### config.mk
export PLATFORM = sky130hd
export DESIGN_NAME = sdram_bseq_colseq
export DESIGN_NICKNAME = d
export VERILOG_FILES = /design/src/rtl/sdram_bseq_pkg.sv /design/src/rtl/sdram_bseq_mode.sv /design/src/rtl/sdram_bseq_ctrl.sv /design/src/rtl/sdram_bseq_addr.sv /design/src/rtl/sdram_bseq_colseq.sv
export SDC_FILE = /design/constraint.sdc
export NUM_CORES = 1
export LEC_CHECK = 0
export BUFFER_PORTS_ARGS = -buffer_cell sky130_fd_sc_hd__buf_2
export CAP_MARGIN = 15
export CORE_ASPECT_RATIO = 0.75
export CORE_MARGIN = 4
export CORE_UTILIZATION = 43
export DETAILED_ROUTE_END_ITERATION = 6
export PLACE_DENSITY = 0.75
export SLEW_MARGIN = 20
export SYNTH_ARGS = -nofsm -noshare
export SYNTH_HDL_FRONTEND = slang
export SYNTH_SLANG_ARGS = --single-unit
### constraint.sdc
create_clock -name clk -period 1.5 [get_ports clk]
set_input_delay 0.15 -clock clk [delete_from_list [all_inputs] [get_ports clk]]
set_output_delay 0.15 -clock clk [all_outputs]
set_load 0.01 [all_outputs]
### src/rtl/sdram_bseq_pkg.sv
// Package: shared types and helpers for the burst column sequencer.
// Assumes bursts never exceed 2**MAX_LG beats.
package sdram_bseq_pkg;

    localparam int MAX_LG = 3;
    localparam int LG_W   = $clog2(MAX_LG + 1);

    typedef logic [MAX_LG-1:0] beat_t;
    typedef logic [LG_W-1:0]   lg_t;

    typedef enum logic {
        ORD_SEQ   = 1'b0,
        ORD_INTLV = 1'b1
    } order_e;

    typedef struct packed {
        lg_t    len_lg;
        order_e order;
        logic   wr_single;
    } mode_t;

    // Map the 3-bit length code to log2 of the beat count; unknown codes mean 1 beat.
    function automatic lg_t decode_len(input logic [2:0] code);
        case (code)
            3'b001:  decode_len = lg_t'(1);
            3'b010:  decode_len = lg_t'(2);
            3'b011:  decode_len = lg_t'(3);
            default: decode_len = lg_t'(0);
        endcase
    endfunction

    // Mask with the low len_lg bits set: the field that moves inside one burst.
    function automatic beat_t low_mask(input lg_t len_lg);
        beat_t m;
        for (int i = 0; i < MAX_LG; i++) begin
            m[i] = (i < int'(len_lg));
        end
        return m;
    endfunction

endpackage

### src/rtl/sdram_bseq_mode.sv
// Module: mode register. It stores the length, order and single-write fields
// of the mode word. Assumes mode_word is valid whenever mode_wr is high.
module sdram_bseq_mode
    import sdram_bseq_pkg::*;
#(
    parameter int MODE_W  = 13,
    parameter int LEN_LSB = 0,
    parameter int ORD_BIT = 3,
    parameter int WS_BIT  = 9
) (
    input  logic              clk,
    input  logic              rst_n,
    input  logic              mode_wr,
    input  logic [MODE_W-1:0] mode_word,
    output mode_t             mode_q
);

    // Load default mode on reset, capture fields on a mode write.
    always_ff @(posedge clk) begin
        if (!rst_n) begin
            mode_q.len_lg    <= '0;
            mode_q.order     <= ORD_SEQ;
            mode_q.wr_single <= 1'b0;
        end else if (mode_wr) begin
            mode_q.len_lg    <= decode_len(mode_word[LEN_LSB +: 3]);
            mode_q.order     <= order_e'(mode_word[ORD_BIT]);
            mode_q.wr_single <= mode_word[WS_BIT];
        end
    end

endmodule

### src/rtl/sdram_bseq_ctrl.sv
// Module: burst controller. It tracks the active flag and the beat index,
// and it latches the effective length and order at start. A start always
// restarts the burst, even in the middle of one.
module sdram_bseq_ctrl
    import sdram_bseq_pkg::*;
(
    input  logic   clk,
    input  logic   rst_n,
    input  logic   start,
    input  logic   is_write,
    input  mode_t  mode_q,
    output logic   active,
    output beat_t  beat,
    output lg_t    len_lg_q,
    output order_e order_q,
    output logic   last
);

    beat_t last_idx;

    // Index of the final beat for the latched length.
    always_comb last_idx = low_mask(len_lg_q);

    // Last beat flag, qualified by active.
    always_comb last = active && (beat == last_idx);

    // Burst state: restart on start, advance or finish otherwise.
    always_ff @(posedge clk) begin
        if (!rst_n) begin
            active   <= 1'b0;
            beat     <= '0;
            len_lg_q <= '0;
            order_q  <= ORD_SEQ;
        end else if (start) begin
            active   <= 1'b1;
            beat     <= '0;
            len_lg_q <= (is_write && mode_q.wr_single) ? lg_t'(0) : mode_q.len_lg;
            order_q  <= mode_q.order;
        end else if (active) begin
            if (last) begin
                active <= 1'b0;
            end else begin
                beat <= beat + beat_t'(1);
            end
        end
    end

endmodule

### src/rtl/sdram_bseq_addr.sv
// Module: column address generator. It holds the start column and forms
// each beat's address from the beat index, the length and the order.
// Bits above the burst field always come from the stored column.
module sdram_bseq_addr
    import sdram_bseq_pkg::*;
#(
    parameter int COL_W = 12
) (
    input  logic             clk,
    input  logic             rst_n,
    input  logic             start,
    input  logic [COL_W-1:0] start_col,
    input  lg_t              len_lg,
    input  order_e           order,
    input  beat_t            beat,
    output logic [COL_W-1:0] col_addr
);

    localparam int HI_W = COL_W - MAX_LG;

    logic [COL_W-1:0] base_q;
    beat_t            off;
    beat_t            mask;
    beat_t            seq_low;
    beat_t            int_low;
    beat_t            pick;
    beat_t            low;

    // Hold the start column for the duration of the burst.
    always_ff @(posedge clk) begin
        if (!rst_n) begin
            base_q <= '0;
        end else if (start) begin
            base_q <= start_col;
        end
    end

    // Candidate low fields for both orders.
    always_comb begin
        off     = base_q[MAX_LG-1:0];
        mask    = low_mask(len_lg);
        seq_low = off + beat;
        int_low = off ^ beat;
    end

    // Choose the order, keep untouched low bits, prepend the held upper part.
    always_comb begin
        pick     = (order == ORD_INTLV) ? int_low : seq_low;
        low      = (off & ~mask) | (pick & mask);
        col_addr = {base_q[COL_W-1 -: HI_W], low};
    end

endmodule

### src/rtl/sdram_bseq_colseq.sv
// Module: top of the burst column sequencer. It ties the mode register, the
// burst controller and the address generator together. Outputs are driven
// from registered state only, so the first beat follows start by one cycle.
module sdram_bseq_colseq
    import sdram_bseq_pkg::*;
#(
    parameter int COL_W   = 12,
    parameter int MODE_W  = 13,
    parameter int ORD_BIT = 3,
    parameter int WS_BIT  = 9
) (
    input  logic              clk,
    input  logic              rst_n,
    input  logic              mode_wr,
    input  logic [MODE_W-1:0] mode_word,
    input  logic              start,
    input  logic              is_write,
    input  logic [COL_W-1:0]  start_col,
    output logic [COL_W-1:0]  col_addr,
    output logic              col_valid,
    output logic              burst_done
);

    mode_t  mode_q;
    logic   active;
    beat_t  beat;
    lg_t    len_lg_q;
    order_e order_q;
    logic   last;
    logic   wr_single_mode;

    sdram_bseq_mode #(
        .MODE_W  (MODE_W),
        .LEN_LSB (0),
        .ORD_BIT (ORD_BIT),
        .WS_BIT  (WS_BIT)
    ) u_mode (
        .clk       (clk),
        .rst_n     (rst_n),
        .mode_wr   (mode_wr),
        .mode_word (mode_word),
        .mode_q    (mode_q)
    );

    sdram_bseq_ctrl u_ctrl (
        .clk      (clk),
        .rst_n    (rst_n),
        .start    (start),
        .is_write (is_write),
        .mode_q   (mode_q),
        .active   (active),
        .beat     (beat),
        .len_lg_q (len_lg_q),
        .order_q  (order_q),
        .last     (last)
    );

    sdram_bseq_addr #(
        .COL_W (COL_W)
    ) u_addr (
        .clk       (clk),
        .rst_n     (rst_n),
        .start     (start),
        .start_col (start_col),
        .len_lg    (len_lg_q),
        .order     (order_q),
        .beat      (beat),
        .col_addr  (col_addr)
    );

    // Drive the outputs from the controller state.
    always_comb begin
        col_valid      = active;
        burst_done     = last;
        wr_single_mode = mode_q.wr_single;
    end

endmodule

Yosys cells after proc, flatten, opt, wreduce, memory -nomap -nowiden
Cells that the tools add are included.

Bits in read-only memories: 0. Bits in registers: 23. Output and inout bits: 14. RAM bits: 0. Logic and storage cells: 34. Bits in latches: 0. Bits of input ports: 30. Memories kept: 0.

Bitwise operators: 7. Equal/unequal tests: 4. Multiplexer cells: 6. Shifts and indexed selects: 0. $mul: 0. Div/mod/pow operators: 0. Order comparisons: 3. $add $sub $neg: 2. Reductions and logical operators: 4.

Operators by type and width (number): $and A3 B3 Y3 (2); $eq A3 B2 Y1 const B (2); $pmux W2 S3 (1); $lt A1 B2 Y1 const A (2); $add A3 B1 Y3 const B (1); $add A3 B3 Y3 (1); $eq A3 B1 Y1 const B (1); $eq A3 B3 Y1 (1); $mux W1 (3); $mux W3 (1); $not A3 Y3 (1); $or A3 B3 Y3 (1); $xor A3 B3 Y3 (1); $logic_and A1 B1 Y1 (2); $lt A2 B2 Y1 const A (1); $mux W2 (1); $not A1 Y1 (2); $reduce_and A2 Y1 (1); $reduce_or A2 Y1 (1).

Longest topological paths before layout
Gate-level depths: netlist (run 1).

Word-level depth: 6. Mapped depth: 7.

Hierarchy
From an unflattened synthesis (run 1), not the netlist that was laid out.

Cell total of the unflattened synthesis: 115. Area total of the unflattened synthesis: 1159.9 sq um.

Modules (own cells, without submodules): sdram_bseq_addr (sequential area each 240.2 sq um, times used 1, cells an instance 63, area each 633.1 sq um); sdram_bseq_ctrl (sequential area each 140.1 sq um, times used 1, cells an instance 38, area each 374.1 sq um); sdram_bseq_mode (sequential area each 80.1 sq um, times used 1, cells an instance 14, area each 152.6 sq um).

Worst setup path before layout (run 1)
OpenSTA, ideal clock, no wires.

Kind: register to output. From: register u_ctrl.beat[0]. To: output port col_addr[2]. Slack: -0.277 ns. Required time: 1.350 ns. Path buffers: 0. Data arrival time: 1.627 ns. Cell stages (with the launch flop): 8. Cells stage by stage: dfxtp_1 ha_1 inv_1 fa_1 nor2_1 xor2_1 and3_2 xor2_1.

Cells in the longest elaborated chain, start to end: 4.

Ends and longest elaborated chain: start: declaration (RTL line sdram_bseq_ctrl.sv:13) `output beat_t beat,`; start signal: assignment (RTL line sdram_bseq_ctrl.sv:43) `beat <= beat + beat_t'(1);`; $add A3 B3 Y3 (RTL line sdram_bseq_addr.sv:42) `seq_low = off + beat;`; $mux W3 (RTL line sdram_bseq_addr.sv:48) `pick = (order == ORD_INTLV) ? int_low : seq_low;`; $and A3 B3 Y3 (RTL line sdram_bseq_addr.sv:49) `low = (off & ~mask) | (pick & mask);`; $or A3 B3 Y3 (RTL line sdram_bseq_addr.sv:49); end: declaration (RTL line sdram_bseq_colseq.sv:19) `output logic [COL_W-1:0] col_addr,`.

Every way passes these cells.

Worst setup path after layout (run 1)
From: register u_addr.base_q[0]. To: output port col_addr[2].

Cells in the longest elaborated chain, start to end: 4.

Ends and longest elaborated chain: start: declaration (RTL line sdram_bseq_addr.sv:21) `logic [COL_W-1:0] base_q;`; start signal: assignment (RTL line sdram_bseq_addr.sv:34) `base_q <= start_col;`; $add A3 B3 Y3 (RTL line sdram_bseq_addr.sv:42); $mux W3 (RTL line sdram_bseq_addr.sv:48); $and A3 B3 Y3 (RTL line sdram_bseq_addr.sv:49); $or A3 B3 Y3 (RTL line sdram_bseq_addr.sv:49).

Every way passes these cells.

==> results.yml, run 1 <==
timing:
  finalSetupViolations: 7
  fin_crit_ps: 2009
  finalClockSkew_ps: 9.157
  rsz0062_at_grt: "yes"
  fin_tns_setup_ps: -1591
  setup_ws_ps: -508.6
  relSlewSlack_pct: 72.04
  hold_viol: 0
  max_slew.worst_pin.slew_ps: 413.6
  fmax_mhz: 497.9
  slew_viol_final: 0
  fin_crit_sh_pct: 133.9
floorplanning:
  dieArea_mm2: 0.003567
  die_w_um: 67.65
  io_pins: 44
  core.rowCount: 15
  die_y_um: 52.74
  core_area_mm2: 0.002421
  start_util_pct: 47.39
placed_design:
  place_ws_ps: -207.3
  dpl.hpwl_um: 1734
  gp_congestion: 0.8965
  dpl_cell_area_mm2: 0.001379
  io_buffer_count: 35
global_routing:
  antenna_found_initial: 0
  grt_pass1_vias: 955
  grt_max_degree: 21
  grt_overflow_total: 0
  grt_pass1_wl_um: 3995
  grt_use_total_pct: 14.65
setup_path:
  crit_arrival_ps: 1860
  crit_path_start: "u_addr.base_q[0]$_SDFFE_PN0P_"
  crit_path_max_fanout: 2
  timing.critical_path.to: "col_addr[2]"
  path_buf_inv: 2
  startpoint_type: "flop"
  slowest_stage: "dfxtp_2"
  timing.rr.start: "u_ctrl.beat[0]$_SDFFE_PP0P_"
  max_stage_delay_ps: 370
  required_ps: 1350
  r2r_slack_ps: -180
  cp_top_family: "adder cells"
  regToRegEndpoint: "u_ctrl.beat[2]$_SDFFE_PP0P_"
  ff2ff_path_depth: 8
  critPathKind: "flop to output pin"
  crit_path_end_kind: "output pin"
  path_cells: "ha_4 > inv_2 > fa_2 > nor2_2 > xor2_1 > and3_4 > xor2_2 > buf_2"
  cp.depth: 8
layout:
  area_growth_pct: 32.82
  layout-drive-gt1-share_pct: 45.96
  final_area_mm2: 0.001524
  post-route-util_pct: 62.95
  area.sequential_um2: 474.2
  multi_input_area_um2: 645.6
  diodes: 0
  nets: 196
  num-fill-cells: 198
pwr:
  p_total_mw: 1.104
  powerDensity_mw_per_mm2: 724.5
  p_leak_nw: 0.7117
  peakVddDrop_uv: 510.8
clock_network:
  cts_root_buf: "clkbuf_4"
  htreeDepth: 1
  clk_pin_slew_worst_paths_ps: 120
  cts_hold_buf: 0
  clock_sinks: 23
  cts_tree: "done"
  cts_buffers: 3
  insertion_delay_ps: 310
  cts_buffer_depth: 2
route:
  vias: 911
  ant_nets: 0
  detail_route.wl_per_cell_um: 12.09
  vias_per_cell: 4.672
  drt_iter0_drc: 57
  first_pass_iters: 3
  drc: 0
  drt_wl_total_um: 2357
hold_path:
  hold_path_class: "input pin to flop"
outcome:
  violations: "negative setup slack"
  status: "finished with violations"
synthesis:
  synth_flop_cell: "dfxtp_1"
  ys_ff_latch: 23
  synthesis.nets: 154
  synth.avg_cell_area_um2: 9.561
  ys_warn_count: 0
  synth_area_mm2: 0.001147
  yosysSeqAreaShare_pct: 40.13
  synthArstFlopShare_pct: 0
  synthCells: 120
  synth_edf_count: 0
  synth.distinct_cells: 30
run:
  maxCapViolCount: 0
==> cell usage after synthesis (all sizes together), types with 3 or more instances <==
library cell,number,area (um2)
a21boi,3,22.52
buf,11,77.57
clkbuf,3,11.26
dfxtp,23,460.4
ha,3,37.54
inv,6,22.52
mux2i,16,160.2
nand2,8,30.03
nand3,3,15.01
nor2,4,17.52
nor2b,16,100.1
o21ai,4,23.77
xor2,3,26.28
==> repair_timing <==
action | CTS | global route
setup buffers | 5 | 3
pin swaps | 5 | 2
gates resized for setup | 15 | 6
endpoints found under the setup margin | 8 | 8
==> worst min-delay path: cells and delay by family <==
family / cells / cell delay [ps]
buf+inv: 1 / 80
mux: 1 / 60
simple gates: 1 / 100
==> logic make-up (layout without fill, tap and decap cells) <==
kind of cell,Yosys count,after routing,synth area share [%]
compound gates,13,13,7.851
xor+xnor,3,3,2.290
fa+ha+maj,4,4,5.017
buf+inv,20,61,9.705
flops,23,23,40.13
mux,17,17,14.94
simple gates,40,40,20.07
==> how the worst min path moves through the flow <==
| stage | start | to | slack (ps) | cells past startpoint |
|---|---|---|---|---|
| 2_1_floorplan | start_col[0] | u_addr.base_q[0]$_SDFFE_PN0P_ | 320 | 2 |
| 3_3_place_gp | start_col[5] | u_addr.base_q[5]$_SDFFE_PN0P_ | 410 | 3 |
| 3_5_place_dp | start_col[4] | u_addr.base_q[4]$_SDFFE_PN0P_ | 420 | 3 |
| 4_1_cts | start_col[4] | u_addr.base_q[4]$_SDFFE_PN0P_ | 90 | 3 |
| 5_1_grt | mode_word[3] | u_mode.mode_q[1]$_SDFFE_PN0P_ | 90 | 3 |
| 6_report | start_col[1] | u_addr.base_q[1]$_SDFFE_PN0P_ | 100 | 3 |
==> flip-flops by register name, summed over array words and instances, names as in the netlist <==
register / flops
u_ctrl.beat: 3
u_ctrl.len_lg_q: 2
u_ctrl.active: 1
u_mode.mode_q: 4
u_addr.base_q: 12
u_ctrl.order_q: 1
==> cells in the final DEF (no fill, tap or decap), types with 2 or more instances in the layout <==
cell / count
dfxtp_1: 18
or2b_1: 2
a21boi_0: 2
ha_1: 2
mux2i_1: 16
nor2_2: 2
buf_6: 4
clkbuf_4: 3
dfxtp_2: 2
dfxtp_4: 3
inv_1: 5
nand3_1: 2
buf_4: 13
and2_1: 2
buf_2: 34
nor2b_1: 16
xor2_1: 2
nor2_4: 2
o21ai_1: 3
nand2_1: 8
o22ai_1: 2
o21a_1: 2
==> report_power, final <==
group	switching (mW)	internal, mW	total [mW]
combinational	0.0772	0.0949	0.172
clock	0.176	0.104	0.280
sequential	0.0177	0.635	0.652
total	0.271	0.833	1.10
==> area by class of cell <==
| type | count | share of cell area, % |
|---|---|---|
| inverter | 6 | 1.478 |
| tap | 34 | 2.791 |
| timing repair buffer | 51 | 20.53 |
| clock buffer | 4 | 1.724 |
| sequential | 23 | 31.12 |
| multi-input combinational | 77 | 42.36 |
==> routing by layer <==
layer / wire [um] / global-route usage [%]
met3: 134 / 3.863
met4: 12 / 2.020
met1: 1098 / 17.85
met2: 1111 / 26.17
met5: 0 / 0
==> per-stage QoR <==
step                std cells  hold slack (ps)
global route              195            86.21
floorplan                 120            319.4
CTS                       193            90.21
global placement          184            408.2
finish                    195            101.6
detailed placement        184            418.2
Power figures use the tool's default switching activity.
==> run 2, diff against run 1 <==
SETUP_SLACK_MARGIN = 0.4   (was default)
==> run 2 against run 1 <==
  * The run still ends with negative setup slack left
  * Sequential cell count did not move
  * Design area fell by 2.9%
  * Sequential power barely moved
  * Power rose by 1.7%
  * Combinational power barely moved
  * Largest power group unchanged
  * Highest routed layer unchanged
==> results.yml, run 2 (same netlist as run 1, synthesis figures left out) <==
route:
  drc: 0
  first_pass_iters: 4
  vias_per_cell: 4.723
  detail_route.wl_per_cell_um: 11.81
  drt_iter0_drc: 39
  vias: 902
  ant_nets: 0
  drt_wl_total_um: 2256
setup_path:
  ff2ff_path_depth: 6
  regToRegEndpoint: "u_ctrl.active$_SDFF_PN0_"
  required_ps: 1350
  crit_path_end_kind: "output pin"
  slowest_stage: "dfxtp_2"
  critPathKind: "flop to output pin"
  r2r_slack_ps: -120
  startpoint_type: "flop"
  crit_path_start: "u_addr.base_q[0]$_SDFFE_PN0P_"
  timing.rr.start: "u_ctrl.beat[1]$_SDFFE_PP0P_"
  crit_path_max_fanout: 2
  max_stage_delay_ps: 370
  path_cells: "ha_4 > inv_2 > fa_2 > nor2_2 > xor2_1 > and3_4 > xor2_2 > buf_2"
  crit_arrival_ps: 1880
global_routing:
  grt_pass1_vias: 859
  grt_pass1_wl_um: 3677
  grt_use_total_pct: 13.78
  grt_max_degree: 21
  antenna_found_initial: 0
  grt_overflow_total: 0
pwr:
  peakVddDrop_uv: 543.7
  internal_power_uw: 838.3
  p_leak_nw: 0.6888
  power_switching_uw: 285.0
  p_seq_share_pct: 58.3
  switching_share_pct: 25.37
  comb_power_share_pct: 15.5
  clkPwrFrac_pct: 26.2
  p_total_mw: 1.123
  powerDensity_mw_per_mm2: 758.9
layout:
  fin_cells: 191
  diodes: 0
  final_area_mm2: 0.001480
  mostFrequentLayoutCell: "buf_2"
  largestRegisters: "u_addr.base_q (12), u_mode.mode_q (4), u_ctrl.beat (3)"
  largest_reg_flops: 12
  top_register: "u_addr.base_q"
  layout-drive-gt1-share_pct: 43.95
  area_growth_pct: 29.01
  nets: 192
  post-route-util_pct: 61.14
  layout_common_cells: "buf_2, dfxtp_1, nor2b_1, mux2i_1"
timing:
  fin_tns_setup_ps: -1549
  setup_ws_ps: -531.1
  rsz0062_at_grt: "yes"
  hold_viol: 0
  max_slew.worst_pin.slew_ps: 322.8
  finalClockSkew_ps: 9.832
  relSlewSlack_pct: 78.44
  holdWs_ps: 79.43
  fmax_mhz: 492.3
  fin_crit_ps: 2031
  slew_viol_final: 0
  fin_crit_sh_pct: 135.4
  finalSetupViolations: 7
clock_network:
  cts_buffer_depth: 2
  cts_tree: "done"
  htreeDepth: 1
  insertion_delay_ps: 320
  clk_pin_slew_worst_paths_ps: 130
  clock_sinks: 23
  cts_root_buf: "clkbuf_4"
  cts_buffers: 3
outcome:
  status: "finished with violations"
  violations: "negative setup slack"
placed_design:
  io_buffer_count: 35
  gp_congestion: 0.8801
  placed_cells: 185
  dpl.hpwl_um: 1725
  dpl_cell_area_mm2: 0.001395
  place_ws_ps: -217.7
hold_path:
  hold_end: "u_addr.base_q[4]$_SDFFE_PN0P_"
  whs_path_depth: 3
  hold_path_class: "input pin to flop"
  min_from: "start_col[4]"
floorplanning:
  core.rowCount: 15
  io_pins: 44
  core_area_mm2: 0.002421
  dieArea_mm2: 0.003567
  die_w_um: 67.65
  start_util_pct: 47.39
  die_y_um: 52.74
run:
  maxCapViolCount: 0
==> run 2: area by class of cell <==
cell class	instances	area, um2
fillers	214	940.9
multi-input cells	77	630.6
flip-flops and latches	23	469.2
repair buffers	47	286.5
well taps	34	42.54
clock buffers	3	22.52
inverters	6	22.52
clock inverters	1	6.256
==> run 2: worst max-delay path by stage <==
stage                        to  slack [ps]  cells past startpoint
floorplan           col_addr[2]        -120                      7
global placement    col_addr[2]        -170                      8
detailed placement  col_addr[2]        -220                      8
CTS                 col_addr[2]        -560                      8
global route        col_addr[2]        -610                      8
finish              col_addr[2]        -530                      8
==> run 2: repair_timing <==
action	in CTS	in global routing
hold buffers	0	0
setup buffers	2	0
pin swaps	8	0
resized for setup	10	0
endpoints found under the setup margin	8	8
==> run 2: per-layer routing <==
layer	up-vias	share of wire (%)	track usage, %
met5	-	0	0
met4	0	0.93	3.030
met3	5	5.1	5.150
met2	21	48	22.94
met1	410	46	16.77
li1	466	-	-
==> run 2: power groups by stage <==
stage / Combinational (mW) / Clock, mW / Sequential (mW)
floorplan: 0.113 / 0 / 0.667
global placement: 0.162 / 0 / 0.667
global route: 0.193 / 0.333 / 0.659
CTS: 0.176 / 0.311 / 0.655
finish: 0.174 / 0.294 / 0.655
detailed placement: 0.166 / 0 / 0.668
==> run 2: worst max-delay path: cells and delay by family, from the launching register on <==
family | cells | cell delay (ps)
buf+inv | 2 | 170
xor+xnor | 2 | 270
simple gates | 2 | 300
fa+ha+maj | 2 | 460
flops | 1 | 370
